`config.mk`:
```
export PLATFORM = sky130hd
export DESIGN_NAME = sram_cycle_ctrl
export DESIGN_NICKNAME = d
export VERILOG_FILES = /design/src/rtl/sramc_pkg.sv /design/src/rtl/sramc_seq.sv /design/src/rtl/sramc_lane_map.sv /design/src/rtl/sram_cycle_ctrl.sv
export SDC_FILE = /design/constraint.sdc
export NUM_CORES = 1
export LEC_CHECK = 0
export ABC_CLOCK_PERIOD_IN_PS = 6850
export BUFFER_PORTS_ARGS = -buffer_cell sky130_fd_sc_hd__buf_2
export CORE_UTILIZATION = 35
export CTS_CLUSTER_DIAMETER = 50
export DETAILED_ROUTE_END_ITERATION = 16
export PLACE_DENSITY = 0.65
export SYNTH_ARGS = -nofsm -noshare
export SYNTH_HDL_FRONTEND = slang
export SYNTH_SLANG_ARGS = --single-unit
export TNS_END_PERCENT = 1
```
`constraint.sdc`:
```
create_clock -name clk -period 6.85 [get_ports clk]
set_input_delay 0.3425 -clock clk [delete_from_list [all_inputs] [get_ports clk]]
set_output_delay 0.3425 -clock clk [all_outputs]
set_load 0.1 [all_outputs]
```
`src/rtl/sramc_pkg.sv`:
```
package sramc_pkg;
  localparam int LINE_BYTES = 16;
  localparam int LINE_W     = LINE_BYTES * 8;
  localparam int LINE_LSB   = $clog2(LINE_BYTES);

  typedef enum logic [1:0] {
    SZ_BYTE = 2'd0,
    SZ_WORD = 2'd1,
    SZ_LONG = 2'd2
  } size_e;

  typedef enum logic [1:0] {
    PH_IDLE = 2'd0,
    PH_T1   = 2'd1,
    PH_TW   = 2'd2,
    PH_T2   = 2'd3
  } phase_e;
endpackage

```
`src/rtl/sramc_seq.sv`:
```
module sramc_seq
  import sramc_pkg::*;
#(
  parameter int WAIT_CYC = 1,
  parameter int BEAT_W   = 4
) (
  input  logic              clk,
  input  logic              rst,
  input  logic              start,
  input  logic [BEAT_W-1:0] nbeats,
  output phase_e            phase,
  output logic [BEAT_W-1:0] beat,
  output logic              last_beat
);
  localparam int WW = (WAIT_CYC > 1) ? $clog2(WAIT_CYC + 1) : 1;
  localparam logic [WW-1:0] WLOAD = WW'((WAIT_CYC > 0) ? WAIT_CYC - 1 : 0);

  logic [WW-1:0] wcnt;

  assign last_beat = (beat == nbeats - BEAT_W'(1));

  always_ff @(posedge clk) begin
    if (rst) begin
      phase <= PH_IDLE;
      beat  <= '0;
      wcnt  <= '0;
    end else begin
      case (phase)
        PH_IDLE: if (start) begin
          phase <= PH_T1;
          beat  <= '0;
        end
        PH_T1: begin
          if (WAIT_CYC == 0) phase <= PH_T2;
          else begin
            phase <= PH_TW;
            wcnt  <= WLOAD;
          end
        end
        PH_TW: begin
          if (wcnt == '0) phase <= PH_T2;
          else wcnt <= wcnt - WW'(1);
        end
        default: begin
          if (last_beat) phase <= PH_IDLE;
          else begin
            beat  <= beat + BEAT_W'(1);
            phase <= PH_T1;
          end
        end
      endcase
    end
  end


  beat_in_range_chk: assert property (@(posedge clk) disable iff (rst)
    (phase != PH_IDLE) |-> (beat < nbeats));


  t1_leaves_chk: assert property (@(posedge clk) disable iff (rst)
    (phase == PH_T1) |=> (phase != PH_T1));
endmodule

```
`src/rtl/sramc_lane_map.sv`:
```
module sramc_lane_map
  import sramc_pkg::*;
#(
  parameter int BUS_W = 32
) (
  input  logic [$clog2(BUS_W/8)-1:0] addr_lo,
  input  logic [1:0]                 size,
  input  logic                       line,
  input  logic [BUS_W-1:0]           wdata_beat,
  input  logic [15:0]                wdata_lo,
  output logic [BUS_W/8-1:0]         mask,
  output logic [BUS_W-1:0]           dout
);
  localparam int NB = BUS_W / 8;
  localparam int LW = $clog2(NB);

  logic          full;
  logic [NB-1:0] word_mask;

  assign full = line || (size >= 2'(SZ_LONG));

  generate
    if (NB == 2) begin : g_narrow
      assign word_mask = '1;
    end else begin : g_wide
      assign word_mask = NB'(3) << (addr_lo[LW-1] ? 2 : 0);
    end
  endgenerate

  always_comb begin
    if (full) begin
      mask = '1;
      dout = wdata_beat;
    end else if (size == 2'(SZ_BYTE)) begin
      mask = NB'(1) << addr_lo;
      dout = {NB{wdata_lo[7:0]}};
    end else begin
      mask = word_mask;
      dout = {(NB/2){wdata_lo}};
    end
  end


  mask_nonzero_chk: assert final ($countones(mask) >= 1);
endmodule

```
`src/rtl/sram_cycle_ctrl.sv`:
```
module sram_cycle_ctrl
  import sramc_pkg::*;
#(
  parameter int BUS_W    = 32,
  parameter int ADDR_W   = 32,
  parameter int WAIT_CYC = 1
) (
  input  logic                clk,
  input  logic                rst,
  input  logic                req_valid,
  input  logic [ADDR_W-1:0]   req_addr,
  input  logic [1:0]          req_size,
  input  logic                req_write,
  input  logic                req_line,
  input  logic [127:0]        req_wdata,
  output logic [127:0]        rsp_rdata,
  output logic                rsp_done,
  output logic                bus_bs,
  output logic                bus_cs_n,
  output logic                bus_rd_n,
  output logic [BUS_W/8-1:0]  bus_we_n,
  output logic [ADDR_W-1:0]   bus_addr,
  output logic [BUS_W-1:0]    bus_dout,
  output logic                bus_doe,
  input  logic [BUS_W-1:0]    bus_din
);
  localparam int NB         = BUS_W / 8;
  localparam int LW         = $clog2(NB);
  localparam int BEAT_W     = 4;
  localparam int LINE_BEATS = LINE_BYTES / NB;

  phase_e              phase;
  logic [BEAT_W-1:0]   beat;
  logic                last_beat;
  logic                start;
  logic [ADDR_W-1:0]   addr_q;
  logic [1:0]          size_q;
  logic                wr_q;
  logic                line_q;
  logic [LINE_W-1:0]   wdata_q;
  logic [BEAT_W-1:0]   nbeats_q;
  logic [LINE_W-1:0]   rdata_q;
  logic                done_q;
  logic                late_q;
  logic                active;
  logic [NB-1:0]       mask;
  logic [BUS_W-1:0]    dout;

  assign start  = req_valid && (phase == PH_IDLE);
  assign active = (phase != PH_IDLE);

  always_ff @(posedge clk) begin
    if (rst) begin
      addr_q   <= '0;
      size_q   <= '0;
      wr_q     <= 1'b0;
      line_q   <= 1'b0;
      wdata_q  <= '0;
      nbeats_q <= BEAT_W'(1);
    end else if (start) begin
      addr_q   <= req_line ? {req_addr[ADDR_W-1:LINE_LSB], {LINE_LSB{1'b0}}} : req_addr;
      size_q   <= req_size;
      wr_q     <= req_write;
      line_q   <= req_line;
      wdata_q  <= req_wdata;
      if (req_line) nbeats_q <= BEAT_W'(LINE_BEATS);
      else if (req_size >= 2'(SZ_LONG) && NB == 2) nbeats_q <= BEAT_W'(2);
      else nbeats_q <= BEAT_W'(1);
    end
  end

  sramc_seq #(.WAIT_CYC(WAIT_CYC), .BEAT_W(BEAT_W)) u_seq (
    .clk       (clk),
    .rst       (rst),
    .start     (start),
    .nbeats    (nbeats_q),
    .phase     (phase),
    .beat      (beat),
    .last_beat (last_beat)
  );

  sramc_lane_map #(.BUS_W(BUS_W)) u_lanes (
    .addr_lo    (addr_q[LW-1:0]),
    .size       (size_q),
    .line       (line_q),
    .wdata_beat (wdata_q[beat*BUS_W +: BUS_W]),
    .wdata_lo   (wdata_q[15:0]),
    .mask       (mask),
    .dout       (dout)
  );

  // read capture at the end of each T2, completion after the final one
  always_ff @(posedge clk) begin
    if (rst) begin
      rdata_q <= '0;
      done_q  <= 1'b0;
    end else begin
      done_q <= (phase == PH_T2) && last_beat;
      if (start) rdata_q <= '0;
      else if (phase == PH_T2 && !wr_q) rdata_q[beat*BUS_W +: BUS_W] <= bus_din;
    end
  end

  // falling-edge stage that releases chip select in the middle of T2
  always_ff @(negedge clk) begin
    if (rst) late_q <= 1'b0;
    else     late_q <= (phase == PH_T2);
  end

  assign bus_bs    = (phase == PH_T1);
  assign bus_cs_n  = !(active && !(late_q && phase == PH_T2));
  assign bus_rd_n  = !(active && !wr_q);
  assign bus_we_n  = (active && wr_q) ? ~mask : '1;
  assign bus_doe   = active && wr_q;
  assign bus_addr  = addr_q + (ADDR_W'(beat) << LW);
  assign bus_dout  = dout;
  assign rsp_rdata = rdata_q;
  assign rsp_done  = done_q;


  bs_single_chk: assert property (@(posedge clk) disable iff (rst)
    bus_bs |=> !bus_bs);


  cs_with_bs_chk: assert property (@(posedge clk) disable iff (rst)
    bus_bs |-> !bus_cs_n);


  read_no_write_chk: assert property (@(posedge clk) disable iff (rst)
    !bus_rd_n |-> (&bus_we_n));


  line_all_lanes_chk: assert property (@(posedge clk) disable iff (rst)
    (bus_doe && line_q) |-> (bus_we_n == '0));


  wait_stable_chk: assert property (@(posedge clk) disable iff (rst)
    (phase == PH_TW) |-> ($stable(bus_addr) && $stable(bus_we_n)
                          && $stable(bus_rd_n) && $stable(bus_dout)));


  done_pulse_chk: assert property (@(posedge clk) disable iff (rst)
    rsp_done |=> !rsp_done);


  busy_hold_chk: assert property (@(posedge clk) disable iff (rst)
    active |=> $stable(addr_q));
endmodule

```
==> results_dict.tcl <==
set metrics [dict create \
    die_w_microns 194 \
    reg2reg_slack_ns 2.56 \
    routed_wl_microns 42800 \
    p_leak_uw 0.00732 \
    postRouteAntennaNets 0 \
    hold_viol_final 0 \
    swShare_pct 42.9 \
    seqPwrFrac_pct 31.2 \
    power_frac_comb_pct 36.0 \
    tns_ns 0 \
    status "complete, no violations" \
    ys_warn_count 0 \
    rsz0062_at_grt "false" \
    clkPwrFrac_pct 32.8 \
    cts_tree "built" \
    grt_pass1_vias 12200 \
    synth_edf_count 0 \
    root_buffer "clkbuf_16" \
    top_level_ports 400 \
    clock_path_buffers 3 \
    reg2regPathDepth 2 \
    worst_pin_slew_ns 1.26 \
    p_int_uw 3850 \
    clock_latency_ns 0.60 \
    syn_area_sq_um 12900 \
    p_per_area_nw_per_um2 395 \
    synthFlopType "dfxtp_1" \
    gp_congestion 0.850 \
    cap_violations 0 \
    post_drt_wl_per_cell_microns 17.5 \
    final_layout_size_suffix_gt1_share_pct 27.7 \
    port_buffers 399 \
    async_reset_ff_share_pct 0 \
    power.switching_uw 2890 \
    antenna_found_initial 6 \
    clk_pin_slew_ns 0.05 \
    grt_use_total_pct 22.0 \
    final_util_pct 46.7 \
    path_class "flip-flop to output port" \
    first_pass_iters 5 \
    ctsHoldBuffers 52 \
    hp-class "input port to flip-flop" \
    syn_nets 1774 \
    crit_required_ns 6.51 \
    end_kind "output port" \
    rr_endpoint "late_q" \
    min_path_cells 3 \
    synth_cell_types 51 \
    nets 2149 \
    relSlewSlack_pct 15.7 \
    start_kind "flip-flop" \
    grt_overflow_total 0 \
    start_util_pct 35.4 \
    crit_arrival_ns 4.92 \
    holdPathEnd "addr_q[5]" \
    syn_avg_cell_area_sq_um 8.29 \
    ir_worst_vdd_v 0.000293 \
    drv_slew 0 \
    grt_first_pass_wirelength_microns 66200 \
    die_y_microns 194 \
    cts_made_buffers 42 \
    hold_path.startpoint "req_addr[5]" \
    crit_fanout 1 \
    postCtsResizedCells 0 \
    r2r_start "u_seq.phase[0]" \
    num_rows 70 \
    cts_setup_buffers 0 \
    setup_viol 0 \
    ys_seq_elements 301 \
    cts-htree-levels 2 \
    syn_inst 1562 \
    drc 0 \
    clkSinkCount 301 \
    fin_skew_ns 0.0414 \
    grt_max_degree 107 \
    area_growth_pct 31.7 \
    core_sq_um 36500 \
    seq_area_frac_synth_pct 46.5 \
    fp.dieArea_sq_um 37800 \
    drt_iter0_markers 715 \
    viasPerCell 5.21 \
    place_hpwl_microns 28900 \
    num_vias 12700 \
]
## critical path, stage by stage (launching register included)
cell	delay [ns]
dfxtp_1	0.30
nand2_1	0.05
nand2_1	0.10
buf_2	0.43
## area by class of cell
| class | instances | area [sq um] |
|---|---|---|
| tap | 468 | 586 |
| timing repair buffer | 467 | 2640 |
| multi-input combinational | 1109 | 6300 |
| clock buffer | 52 | 1160 |
| inverter | 15 | 56.3 |
| fill | 3595 | 19500 |
| clock inverter | 25 | 265 |
| antenna | 5 | 12.5 |
| sequential | 301 | 6030 |
## worst max-delay path by stage
stage                start  endpoint  slack, ns  depth (start not counted)
detailed placement  late_q  bus_cs_n       2.20                          3
CTS                 late_q  bus_cs_n       1.56                          3
floorplan           late_q  bus_cs_n       2.10                          2
finish              late_q  bus_cs_n       1.59                          3
global route        late_q  bus_cs_n       1.49                          3
global placement    late_q  bus_cs_n       2.17                          3
## Yosys cell counts (all sizes together) (2+ instances only)
master	n	area share [%]
inv	16	0.46
nand4	48	2.4
mux2	8	0.70
and2	5	0.24
a21oi	234	9.0
a22o	16	1.1
nand3b	4	0.23
or2	2	0.097
dfxtp	301	47
nor3	4	0.15
ha	12	1.2
clkbuf	84	2.4
and4	5	0.34
and3	10	0.48
nor2b	7	0.34
xor2	3	0.20
a31o	2	0.14
mux2i	33	2.6
xnor2	28	2.0
nand2	443	13
buf	52	2.1
mux4	32	5.6
nor3b	3	0.21
o21ai	70	2.7
a211oi	2	0.12
nand3	110	4.3
nand2b	2	0.097
nor2	11	0.34
## flip-flops by register name, indices dropped and copies added (netlist names)
register / flops
rsp_done: 1
nbeats_q: 2
size_q: 2
late_q: 1
addr_q: 32
wdata_q: 128
u_seq.beat: 4
u_seq.phase: 2
wr_q: 1
rsp_rdata: 128
## placed cells by master, fill, tap and decap left out, types with 5 or more instances in the layout
cell,Yosys,layout
nand2_1,443,441
buf_2,36,398
dfxtp_1,301,299
a21oi_1,234,234
nand3_1,110,110
o21ai_0,62,62
dlygate4sd3_1,0,52
nand4_1,47,47
clkbuf_16,0,43
mux2i_1,33,33
mux4_2,32,32
xnor2_1,27,27
inv_1,16,16
a22o_1,16,16
buf_4,10,16
ha_1,12,11
and3_1,10,10
nor2_1,10,9
mux2_2,8,8
o21ai_1,8,8
inv_6,0,8
nor2b_1,7,7
diode_2,0,5
and4_1,5,5
clkbuf_8,0,5
## stage by stage
stage	total power, uW	worst slack [ns]	instance area, sq um	hold slack (ns)	cells
2_1_floorplan	4030	2.10	12900	0.433	1562
3_3_place_gp	4520	2.17	15100	0.437	2309
3_5_place_dp	4550	2.20	15100	0.441	2309
4_1_cts	6800	1.56	17000	0.0000288	2437
5_1_grt	7060	1.49	17000	0.00779	2439
6_report	6730	1.59	17100	0.0294	2442
## logic make-up (layout without fill, tap and decap cells)
group / count (synthesis) / count (layout) / share of synthesized area [%]
muxes: 73 / 73 / 8.81
and+or+nand+nor: 658 / 658 / 22.3
DFF: 301 / 301 / 46.5
AOI/OAI and AO/OA: 334 / 334 / 13.8
buffers and inverters: 152 / 559 / 5.05
other: 0 / 5 / 0
xor gates and xnor gates: 31 / 31 / 2.16
adders and majority gates: 13 / 13 / 1.31
## power by group through the flow
stage / logic (uW) / clock network [uW] / registers, uW
after floorplan: 1880 / 1.83 / 2140
after global placement: 2390 / 1.83 / 2120
after detailed placement: 2410 / 1.83 / 2130
after CTS: 2440 / 2260 / 2100
after global routing: 2590 / 2340 / 2120
final: 2420 / 2210 / 2100
## layer usage
layer	share of wire, %	vias to the layer above	track usage (%)
met5	0.047	-	0
met4	3.8	4	9.67
met3	8.2	94	7.03
met2	48	476	37.1
met1	40	6019	25.6
li1	-	6132	-
Note: power is estimated with default switching activity, not from simulation.
